--- config.mk ---
export PLATFORM = sky130hd
export DESIGN_NAME = irq_entry_unit
export DESIGN_NICKNAME = d
export VERILOG_FILES = /design/src/rtl/exc_pkg.sv /design/src/rtl/exc_arbiter.sv /design/src/rtl/exc_status_reg.sv /design/src/rtl/exc_save_bank.sv /design/src/rtl/exc_redirect.sv /design/src/rtl/irq_entry_unit.sv
export SDC_FILE = /design/constraint.sdc
export NUM_CORES = 1
export LEC_CHECK = 0
export BUFFER_PORTS_ARGS = -buffer_cell sky130_fd_sc_hd__buf_2
export CORE_ASPECT_RATIO = 1.4
export CORE_MARGIN = 2
export CORE_UTILIZATION = 30
export DETAILED_ROUTE_END_ITERATION = 10
export SYNTH_ARGS = -nofsm -noshare
export SYNTH_HDL_FRONTEND = slang
export SYNTH_HIERARCHICAL = 1
export SYNTH_SLANG_ARGS = --single-unit
--- constraint.sdc ---
create_clock -name clk -period 2.1 [get_ports clk]
set_input_delay 0.105 -clock clk [delete_from_list [all_inputs] [get_ports clk]]
set_output_delay 0.105 -clock clk [all_outputs]
set_load 0.02 [all_outputs]
--- src/rtl/exc_pkg.sv ---
package exc_pkg;
  localparam int SR_MD = 30;
  localparam int SR_RB = 29;
  localparam int SR_BL = 28;
  localparam int SR_FD = 15;

  typedef enum logic [1:0] {
    ACT_NONE   = 2'd0,
    ACT_ENTER  = 2'd1,
    ACT_RETURN = 2'd2,
    ACT_WRITE  = 2'd3
  } exc_act_e;
endpackage

--- src/rtl/exc_arbiter.sv ---
module exc_arbiter
  import exc_pkg::*;
(
  input  logic     take_req,
  input  logic     take_is_reset,
  input  logic     blocked,
  input  logic     ret_req,
  input  logic     sr_wr_en,
  output exc_act_e act,
  output logic     clash
);
  logic accept;

  assign accept = take_req && (!blocked || take_is_reset);
  assign clash  = take_req && ret_req;

  always_comb begin
    if (accept)                    act = ACT_ENTER;
    else if (ret_req && !take_req) act = ACT_RETURN;
    else if (sr_wr_en && !ret_req) act = ACT_WRITE;
    else                           act = ACT_NONE;
  end
endmodule

--- src/rtl/exc_status_reg.sv ---
module exc_status_reg
  import exc_pkg::*;
#(
  parameter int             XLEN   = 32,
  parameter logic [XLEN-1:0] SR_RST = 32'h7000_0000
) (
  input  logic            clk,
  input  logic            rst,
  input  exc_act_e        act,
  input  logic            is_reset,
  input  logic [XLEN-1:0] ssr_in,
  input  logic [XLEN-1:0] wr_data,
  output logic [XLEN-1:0] sr
);
  logic [XLEN-1:0] entered;

  always_comb begin
    entered        = sr;
    entered[SR_BL] = 1'b1;
    entered[SR_MD] = 1'b1;
    entered[SR_RB] = 1'b1;
    if (is_reset) entered[SR_FD] = 1'b0;
  end

  always_ff @(posedge clk) begin
    if (rst) begin
      sr <= SR_RST;
    end else begin
      case (act)
        ACT_ENTER:  sr <= entered;
        ACT_RETURN: sr <= ssr_in;
        ACT_WRITE:  sr <= wr_data;
        default:    sr <= sr;
      endcase
    end
  end
endmodule

--- src/rtl/exc_save_bank.sv ---
module exc_save_bank #(
  parameter int XLEN   = 32,
  parameter int CODE_W = 14
) (
  input  logic              clk,
  input  logic              rst,
  input  logic              enter,
  input  logic [XLEN-1:0]   pc_in,
  input  logic [XLEN-1:0]   sr_in,
  input  logic [XLEN-1:0]   gr_in,
  input  logic [CODE_W-1:0] code_in,
  output logic [XLEN-1:0]   spc,
  output logic [XLEN-1:0]   ssr,
  output logic [XLEN-1:0]   sgr,
  output logic [XLEN-1:0]   evt
);
  logic [XLEN-1:0] evt_next;

  generate
    if (CODE_W < XLEN) begin : g_pad
      assign evt_next = {{(XLEN-CODE_W){1'b0}}, code_in};
    end else begin : g_full
      assign evt_next = code_in[XLEN-1:0];
    end
  endgenerate

  always_ff @(posedge clk) begin
    if (rst) begin
      spc <= '0;
      ssr <= '0;
      sgr <= '0;
      evt <= '0;
    end else if (enter) begin
      spc <= pc_in;
      ssr <= sr_in;
      sgr <= gr_in;
      evt <= evt_next;
    end
  end
endmodule

--- src/rtl/exc_redirect.sv ---
module exc_redirect
  import exc_pkg::*;
#(
  parameter int              XLEN    = 32,
  parameter logic [XLEN-1:0] VEC_OFF = 32'h600
) (
  input  logic            clk,
  input  logic            rst,
  input  exc_act_e        act,
  input  logic [XLEN-1:0] vbr,
  input  logic [XLEN-1:0] spc,
  output logic            vld,
  output logic [XLEN-1:0] addr
);
  always_ff @(posedge clk) begin
    if (rst) begin
      vld  <= 1'b0;
      addr <= '0;
    end else begin
      vld <= (act == ACT_ENTER) || (act == ACT_RETURN);
      if (act == ACT_ENTER)       addr <= vbr + VEC_OFF;
      else if (act == ACT_RETURN) addr <= spc;
    end
  end
endmodule

--- src/rtl/irq_entry_unit.sv ---
module irq_entry_unit
  import exc_pkg::*;
#(
  parameter int              XLEN    = 32,
  parameter int              CODE_W  = 14,
  parameter logic [XLEN-1:0] VEC_OFF = 32'h600,
  parameter logic [XLEN-1:0] SR_RST  = 32'h7000_0000
) (
  input  logic              clk,
  input  logic              rst,
  input  logic              take_req,
  input  logic [CODE_W-1:0] take_code,
  input  logic              take_is_reset,
  input  logic              ret_req,
  input  logic              sr_wr_en,
  input  logic [XLEN-1:0]   sr_wr_data,
  input  logic [XLEN-1:0]   cur_pc,
  input  logic [XLEN-1:0]   cur_gr,
  input  logic [XLEN-1:0]   vbr,
  output logic [XLEN-1:0]   sr_q,
  output logic [XLEN-1:0]   spc_q,
  output logic [XLEN-1:0]   ssr_q,
  output logic [XLEN-1:0]   sgr_q,
  output logic [XLEN-1:0]   evt_q,
  output logic              redir_vld,
  output logic [XLEN-1:0]   redir_addr,
  output logic              clash_err
);
  exc_act_e act;
  logic     clash;

  exc_arbiter u_arb (
    .take_req      (take_req),
    .take_is_reset (take_is_reset),
    .blocked       (sr_q[SR_BL]),
    .ret_req       (ret_req),
    .sr_wr_en      (sr_wr_en),
    .act           (act),
    .clash         (clash)
  );

  exc_status_reg #(.XLEN(XLEN), .SR_RST(SR_RST)) u_sr (
    .clk      (clk),
    .rst      (rst),
    .act      (act),
    .is_reset (take_is_reset),
    .ssr_in   (ssr_q),
    .wr_data  (sr_wr_data),
    .sr       (sr_q)
  );

  exc_save_bank #(.XLEN(XLEN), .CODE_W(CODE_W)) u_save (
    .clk     (clk),
    .rst     (rst),
    .enter   (act == ACT_ENTER),
    .pc_in   (cur_pc),
    .sr_in   (sr_q),
    .gr_in   (cur_gr),
    .code_in (take_code),
    .spc     (spc_q),
    .ssr     (ssr_q),
    .sgr     (sgr_q),
    .evt     (evt_q)
  );

  exc_redirect #(.XLEN(XLEN), .VEC_OFF(VEC_OFF)) u_redir (
    .clk  (clk),
    .rst  (rst),
    .act  (act),
    .vbr  (vbr),
    .spc  (spc_q),
    .vld  (redir_vld),
    .addr (redir_addr)
  );

  always_ff @(posedge clk) begin
    if (rst) clash_err <= 1'b0;
    else     clash_err <= clash;
  end
endmodule

==> results of run 1 <==
==> cell usage after synthesis (all sizes together) (9+ instances only) <==
| cell type | number |
|---|---|
| nand3 | 11 |
| dfxtp | 176 |
| mux2i | 153 |
| nor3 | 9 |
| a21oi | 23 |
| clkbuf | 13 |
| a211oi | 30 |
| o21ai | 10 |
| buf | 59 |
| a22oi | 17 |
| nor2 | 173 |
| nand2 | 12 |
==> worst max-delay path: stages, from the launching register on <==
cell	delay [ps]
dfxtp_4	360
nand2b_4	70
a211oi_4	240
clkbuf_8	450
nor2b_4	100
buf_12	170
buf_12	160
mux2i_1	240
nor2_1	100
==> cell usage in the layout, fill, tap and decap left out, drive strengths merged, types with 3 or more instances in the layout <==
cell,synthesis,layout
buf,59,357
dfxtp,176,176
nor2,173,173
mux2i,153,153
dlygate4sd3,0,95
a211oi,30,30
a21oi,23,23
clkbuf,13,22
conb,1,18
a22oi,17,17
nand2,12,12
nand3,11,11
o21ai,10,10
nor3,9,9
inv,7,8
nand4,7,7
o22ai,6,6
and3,5,5
clkinv,0,5
xnor2,4,4
o21a,4,4
xor2,4,4
nor4,4,4
nand2b,4,4
nor2b,4,4
and4,3,3
nand3b,3,3
a311o,3,3
==> power by group through the flow <==
stage | clock, mW | sequential (mW) | combinational (mW)
CTS | 3.25 | 3.76 | 2.08
finish | 3.14 | 3.76 | 2.09
global placement | 0 | 3.83 | 1.91
global route | 3.38 | 3.80 | 2.25
floorplan | 0 | 4.13 | 1.00
detailed placement | 0 | 3.84 | 1.93
==> worst paths after layout <==
kind                    start               end  slack (ps)
max               u_sr/sr[28]     u_save/sgr[8]          50
min             sr_wr_data[8]        u_sr/sr[8]          30
max reg2reg       u_sr/sr[28]     u_save/sgr[8]          50
min reg2reg  u_redir/addr[13]  u_redir/addr[13]         470
==> timing repair <==
action,CTS,global route
gates resized for setup,4,5
setup endpoints to repair,4,102
hold buffers,95,0
endpoints found under the hold margin,100,0
setup buffers,0,0
==> area by class of cell <==
type,instances,area (um^2)
fill,2453,14100
multi-input combinational,531,3580
sequential,176,3530
timing repair buffer,453,3000
clock buffer,21,460
tap,319,399
clock inverter,9,110
inverter,7,26.3
==> metrics by stage <==
stage               worst slack (ps)  cell area (um^2)
floorplan                       -109              7730
global placement               -34.2              9550
detailed placement             -2.38              9550
CTS                             7.08             11100
global route                   -12.1             11100
finish                          45.0             11100
==> kinds of logic after synthesis <==
kind of cell,count (synthesis),share of synthesized area
AND/OR/NAND/NOR,244,0.146
multiplexers,154,0.202
flip-flops,176,0.462
XOR/XNOR,8,0.00919
other,1,0.000492
adder cells (fa/ha/maj),2,0.00328
buffers and inverters,79,0.0824
AO/OA/AOI/OAI,105,0.0948
==> per-layer routing <==
metal / GRT usage / wire length (um) / share of wire
met2: 0.299 / 11900 / 0.53
met1: 0.175 / 9010 / 0.40
met4: 0.0688 / 609 / 0.027
met3: 0.0400 / 1140 / 0.050
met5: 0 / 0 / 0
==> registers in the layout (all words and copies together) (netlist names) <==
name	cells
clash_err	1
u_redir/addr	32
u_redir/vld	1
u_save/evt	14
u_save/sgr	32
u_save/spc	32
u_save/ssr	32
u_sr/sr	32
==> impl_metrics.csv, run 1 <==
group,metric,value,unit
finish,stdcell_count,1516,
floorplan,die_area,26700,um^2
timing,tightest_slew,661,ps
yosys,yosysWarnings,6,
worst_setup_path,endpoint_kind,"flip-flop",
clock_tree,cts_root_buf,"clkbuf_16",
pwr,p_comb_frac,0.232,
clock_tree,cts_tree,"yes",
floorplan,floorplan.initialDensity,0.303,
global_route,grt_max_degree,133,
pwr,cellLeakagePower,5.19,nW
placed_design,numPlacedInstances,1391,
pwr,power,8.99,mW
pwr,p_clk_frac,0.349,
floorplan,die_w,139,um
route,via_per_inst,4.65,
yosys,yosysTopAreaCell,"dfxtp_1",
yosys,seq_area_frac_synth,0.462,
hold_path,hp-class,"in -> reg",
pwr,internal-power,6.34,mW
yosys,avgSynthCellArea,9.92,um^2
route,num_vias,7046,
timing,holdWs,28.3,ps
finish,fin_nets,1336,
hold_path,whs_path_depth,3,
clock_tree,clockBufferDepth,2,
run_status,status,"complete, no violations",
pwr,switching_power,2.65,mW
placed_design,post-dp-hpwl,15900,um
timing,final-hold-violation-count,0,
yosys,synth_seq_cells,176,
yosys,ys_top_cells_by_area,"dfxtp_1 (46%), mux2i_1 (20%), nor2_1 (8.5%), buf_12 (3.4%), a211oi_1 (2.9%)",
worst_setup_path,cp_max_fo,64,
global_route,grt_pass1_vias,6836,
pwr,pwr-share-seq,0.419,
yosys,synth_cells,769,
timing,setup_viol,0,
worst_setup_path,required,2380,ps
floorplan,rows,69,
global_route,grt_pass1_wl,34800,um
timing,skew,9.09,ps
pwr,power.density,809,nW/um^2
global_route,antenna_found_initial,0,
yosys,synthFlopType,"dfxtp_1",
yosys,synth_top_area_share,0.462,
yosys,synth-edff-count,0,
yosys,synth_area,7630,um^2
route,wire_per_inst,14.9,um
timing,slew_viol_final,0,
yosys,synth_cell_types,57,
clock_tree,clk_pin_slew,70,ps
pwr,ir_worst_vdd,549,uV
worst_setup_path,worstRegToRegCells,8,
timing,fmax,0.487,GHz
global_route,grt_usage,0.161,
finish,area_growth,45.6,%
clock_tree,clock-sinks,176,
finish,drive_gt1_frac,0.340,
global_route,grt_overflow,0,
route,ant_nets,0,
placed_design,io_buffers,323,
pwr,swShare,0.295,
yosys,async_flop_share,0,
clock_tree,cts_buffers,17,
worst_setup_path,cp-start-kind,"flip-flop",
run,max_cap_violations,0,
clock_tree,ctsHtreeMaxLevel,4,
placed_design,place.gp.congestion,0.811,
clock_tree,clock_latency,430,ps
timing,fin_crit_sh,0.979,
timing,grt_setup_unrepaired,"true",
route,firstDrtPassIters,4,
floorplan,core,25200,um^2
finish,post-route-util,0.441,
floorplan,io_pins,342,
worst_setup_path,critPathKind,"reg -> reg",
floorplan,fp.dieH,193,um
route,drtIter0Drc,180,
timing,final.min_clock_period,2050,ps
finish,antennaDiodeCount,0,
timing,slew_headroom,0.559,
route,routed_wl,22600,um
worst_setup_path,cp.arrival,2330,ps
route,drc,0,
timing,finalSetupTns,0,ps
No activity file was read; power rests on OpenSTA's default activity.
==> run 2: changes to the inputs <==
--- a/config.mk
+++ b/config.mk
@@ -10,6 +10,7 @@
 export CORE_MARGIN = 2
 export CORE_UTILIZATION = 30
 export DETAILED_ROUTE_END_ITERATION = 10
+export SETUP_SLACK_MARGIN = 0.15
 export SYNTH_ARGS = -nofsm -noshare
 export SYNTH_HDL_FRONTEND = slang
 export SYNTH_HIERARCHICAL = 1
==> run 2 against run 1 <==
Worst hold slack gained 2.9 ps; worst setup slack better by 47 ps; clock skew down 1.1 ps; non-clock buffer count is 22 higher; clock power up 3%; core utilization is 1.2 points higher; cell count is 1.6% higher; maximum frequency grew 2.3%; largest cell class unchanged; highest routed layer unchanged.
==> impl_metrics.csv, run 2 (same netlist as run 1, synthesis figures left out) <==
group,metric,value,unit
run_status,status,"complete, no violations",
placed_design,place.gp.congestion,0.800,
run,max_cap_violations,0,
pwr,cellLeakagePower,5.33,nW
finish,area_growth,49.6,%
floorplan,io_pins,342,
worst_setup_path,crit_slowest_cell,"clkbuf_8",
route,num_vias,7085,
route,wire_per_inst,15.2,um
worst_setup_path,required,2370,ps
timing,final.min_clock_period,2010,ps
global_route,grt_pass1_wl,35200,um
timing,final-hold-violation-count,0,
placed_design,placed_area,9570,um^2
clock_tree,clock_latency,430,ps
timing,skew,8.03,ps
global_route,grt_usage,0.164,
route,drtIter0Drc,246,
route,firstDrtPassIters,5,
timing,final.setup.worst_slack,91.7,ps
pwr,ir_worst_vdd,538,uV
timing,slew_viol_final,0,
finish,drive_gt1_frac,0.363,
route,ant_nets,0,
worst_setup_path,endpoint_kind,"flip-flop",
clock_tree,clockBufferDepth,2,
route,drc,0,
finish,fin_nets,1359,
global_route,grt_pass1_vias,6865,
finish,antennaDiodeCount,0,
route,via_per_inst,4.60,
finish,layout_common_cells,"buf_2 (322), dfxtp_1 (175), nor2_1 (169), mux2i_1 (152), dlygate4sd3_1 (99)",
finish,final_common_cell,"buf_2",
worst_setup_path,crit_path_cell_trace,"nand2b_4, a211oi_4, clkbuf_8, nor2b_4, buf_12, buf_12, mux2i_1, nor2_1",
worst_setup_path,crit_top_cell,"buf_12",
clock_tree,clock-sinks,176,
timing,fin_crit_sh,0.956,
worst_setup_path,critPathKind,"reg -> reg",
floorplan,die_area,26700,um^2
clock_tree,clk_pin_slew,70,ps
timing,fmax,0.498,GHz
clock_tree,cts_buffers,17,
floorplan,floorplan.initialDensity,0.303,
global_route,grt_max_degree,85,
timing,tightest_slew,780,ps
pwr,power.density,808,nW/um^2
placed_design,io_buffers,323,
floorplan,die_w,139,um
clock_tree,ctsHtreeMaxLevel,4,
worst_setup_path,slowest_delay,460,ps
route,routed_wl,23400,um
worst_setup_path,cp.arrival,2270,ps
clock_tree,cts_tree,"yes",
hold_path,hp-class,"in -> reg",
timing,slew_headroom,0.480,
timing,setup_viol,0,
floorplan,fp.dieH,193,um
timing,grt_setup_unrepaired,"true",
worst_setup_path,r2r_slack,90,ps
floorplan,rows,69,
worst_setup_path,cp-start-kind,"flip-flop",
clock_tree,cts_root_buf,"clkbuf_16",
global_route,grt_overflow,0,
global_route,antenna_found_initial,0,
finish,postLayoutCellArea,11400,um^2
placed_design,post-dp-hpwl,15800,um
worst_setup_path,cp_max_fo,64,
placed_design,dp_slack,-227,ps
floorplan,core,25200,um^2
[run 2: changes by cell type in the layout (fill, tap and decap cells not counted), sizes merged]
cell and change:
buf +16, nor2 +1, clkbuf +3, inv -1
dlygate4sd3 +4, clkinvlp +1
[run 2: repair_timing]
item / 4_1_cts / 5_1_grt
hold buffers: 99 / 0
setup buffers: 0 / 8
gates resized for setup: 12 / 23
endpoints found under the setup margin: 138 / 139
cloned: 0 / 4
pin swaps: 9 / 12
hold endpoints to repair: 100 / 0
[run 2: cell type report]
class                   count  area (um^2)
fillers                  2438        13800
flip-flops and latches    176         3530
multi-input cells         532         3670
clock inverters             9          108
clock buffers              22          484
well taps                 319          399
inverters                   7         26.3
repair buffers            475         3200
[run 2: worst paths after layout]
path                 endpoint  cells past startpoint        startpoint
max             u_save/spc[2]                      8       u_sr/sr[28]
min                u_sr/sr[2]                      3     sr_wr_data[2]
max reg2reg     u_save/spc[2]                      8       u_sr/sr[28]
min reg2reg  u_redir/addr[13]                      2  u_redir/addr[13]
[run 2: metal layers]
metal	track usage	vias up	routed length, um	share of wire
met5	0	-	0	0
met3	0.0385	35	1200	0.051
met1	0.183	3269	9410	0.40
li1	-	3539	-	-
met2	0.300	242	12200	0.52
met4	0.0672	0	558	0.024
[run 2: report_power, final]
part           total [mW]  internal (mW)  switching, mW
sequential           3.76           3.60          0.167
combinational        2.23           1.02           1.21
clock                3.23           1.87           1.36
total                9.22           6.49           2.74
[run 2: metrics by stage]
stage                     cells  hold WS (ps)  setup TNS [ps]  power, mW   util
after floorplan             786           169            -250       5.14      -
after global placement     1398           336           -2110       5.74  0.380
after detailed placement   1398           346           -2710       5.76  0.380
after CTS                  1528          1.15               0       9.20  0.444
after global routing       1540          22.1               0       9.66  0.453
final                      1540          31.2               0       9.22  0.453
[run 2: critical path: cells and delay by family (launching register included)]
kind | cells | cell delay, ps
mux | 1 | 170
compound gates | 1 | 240
simple gates | 3 | 240
buf+inv | 3 | 780
flops | 1 | 360
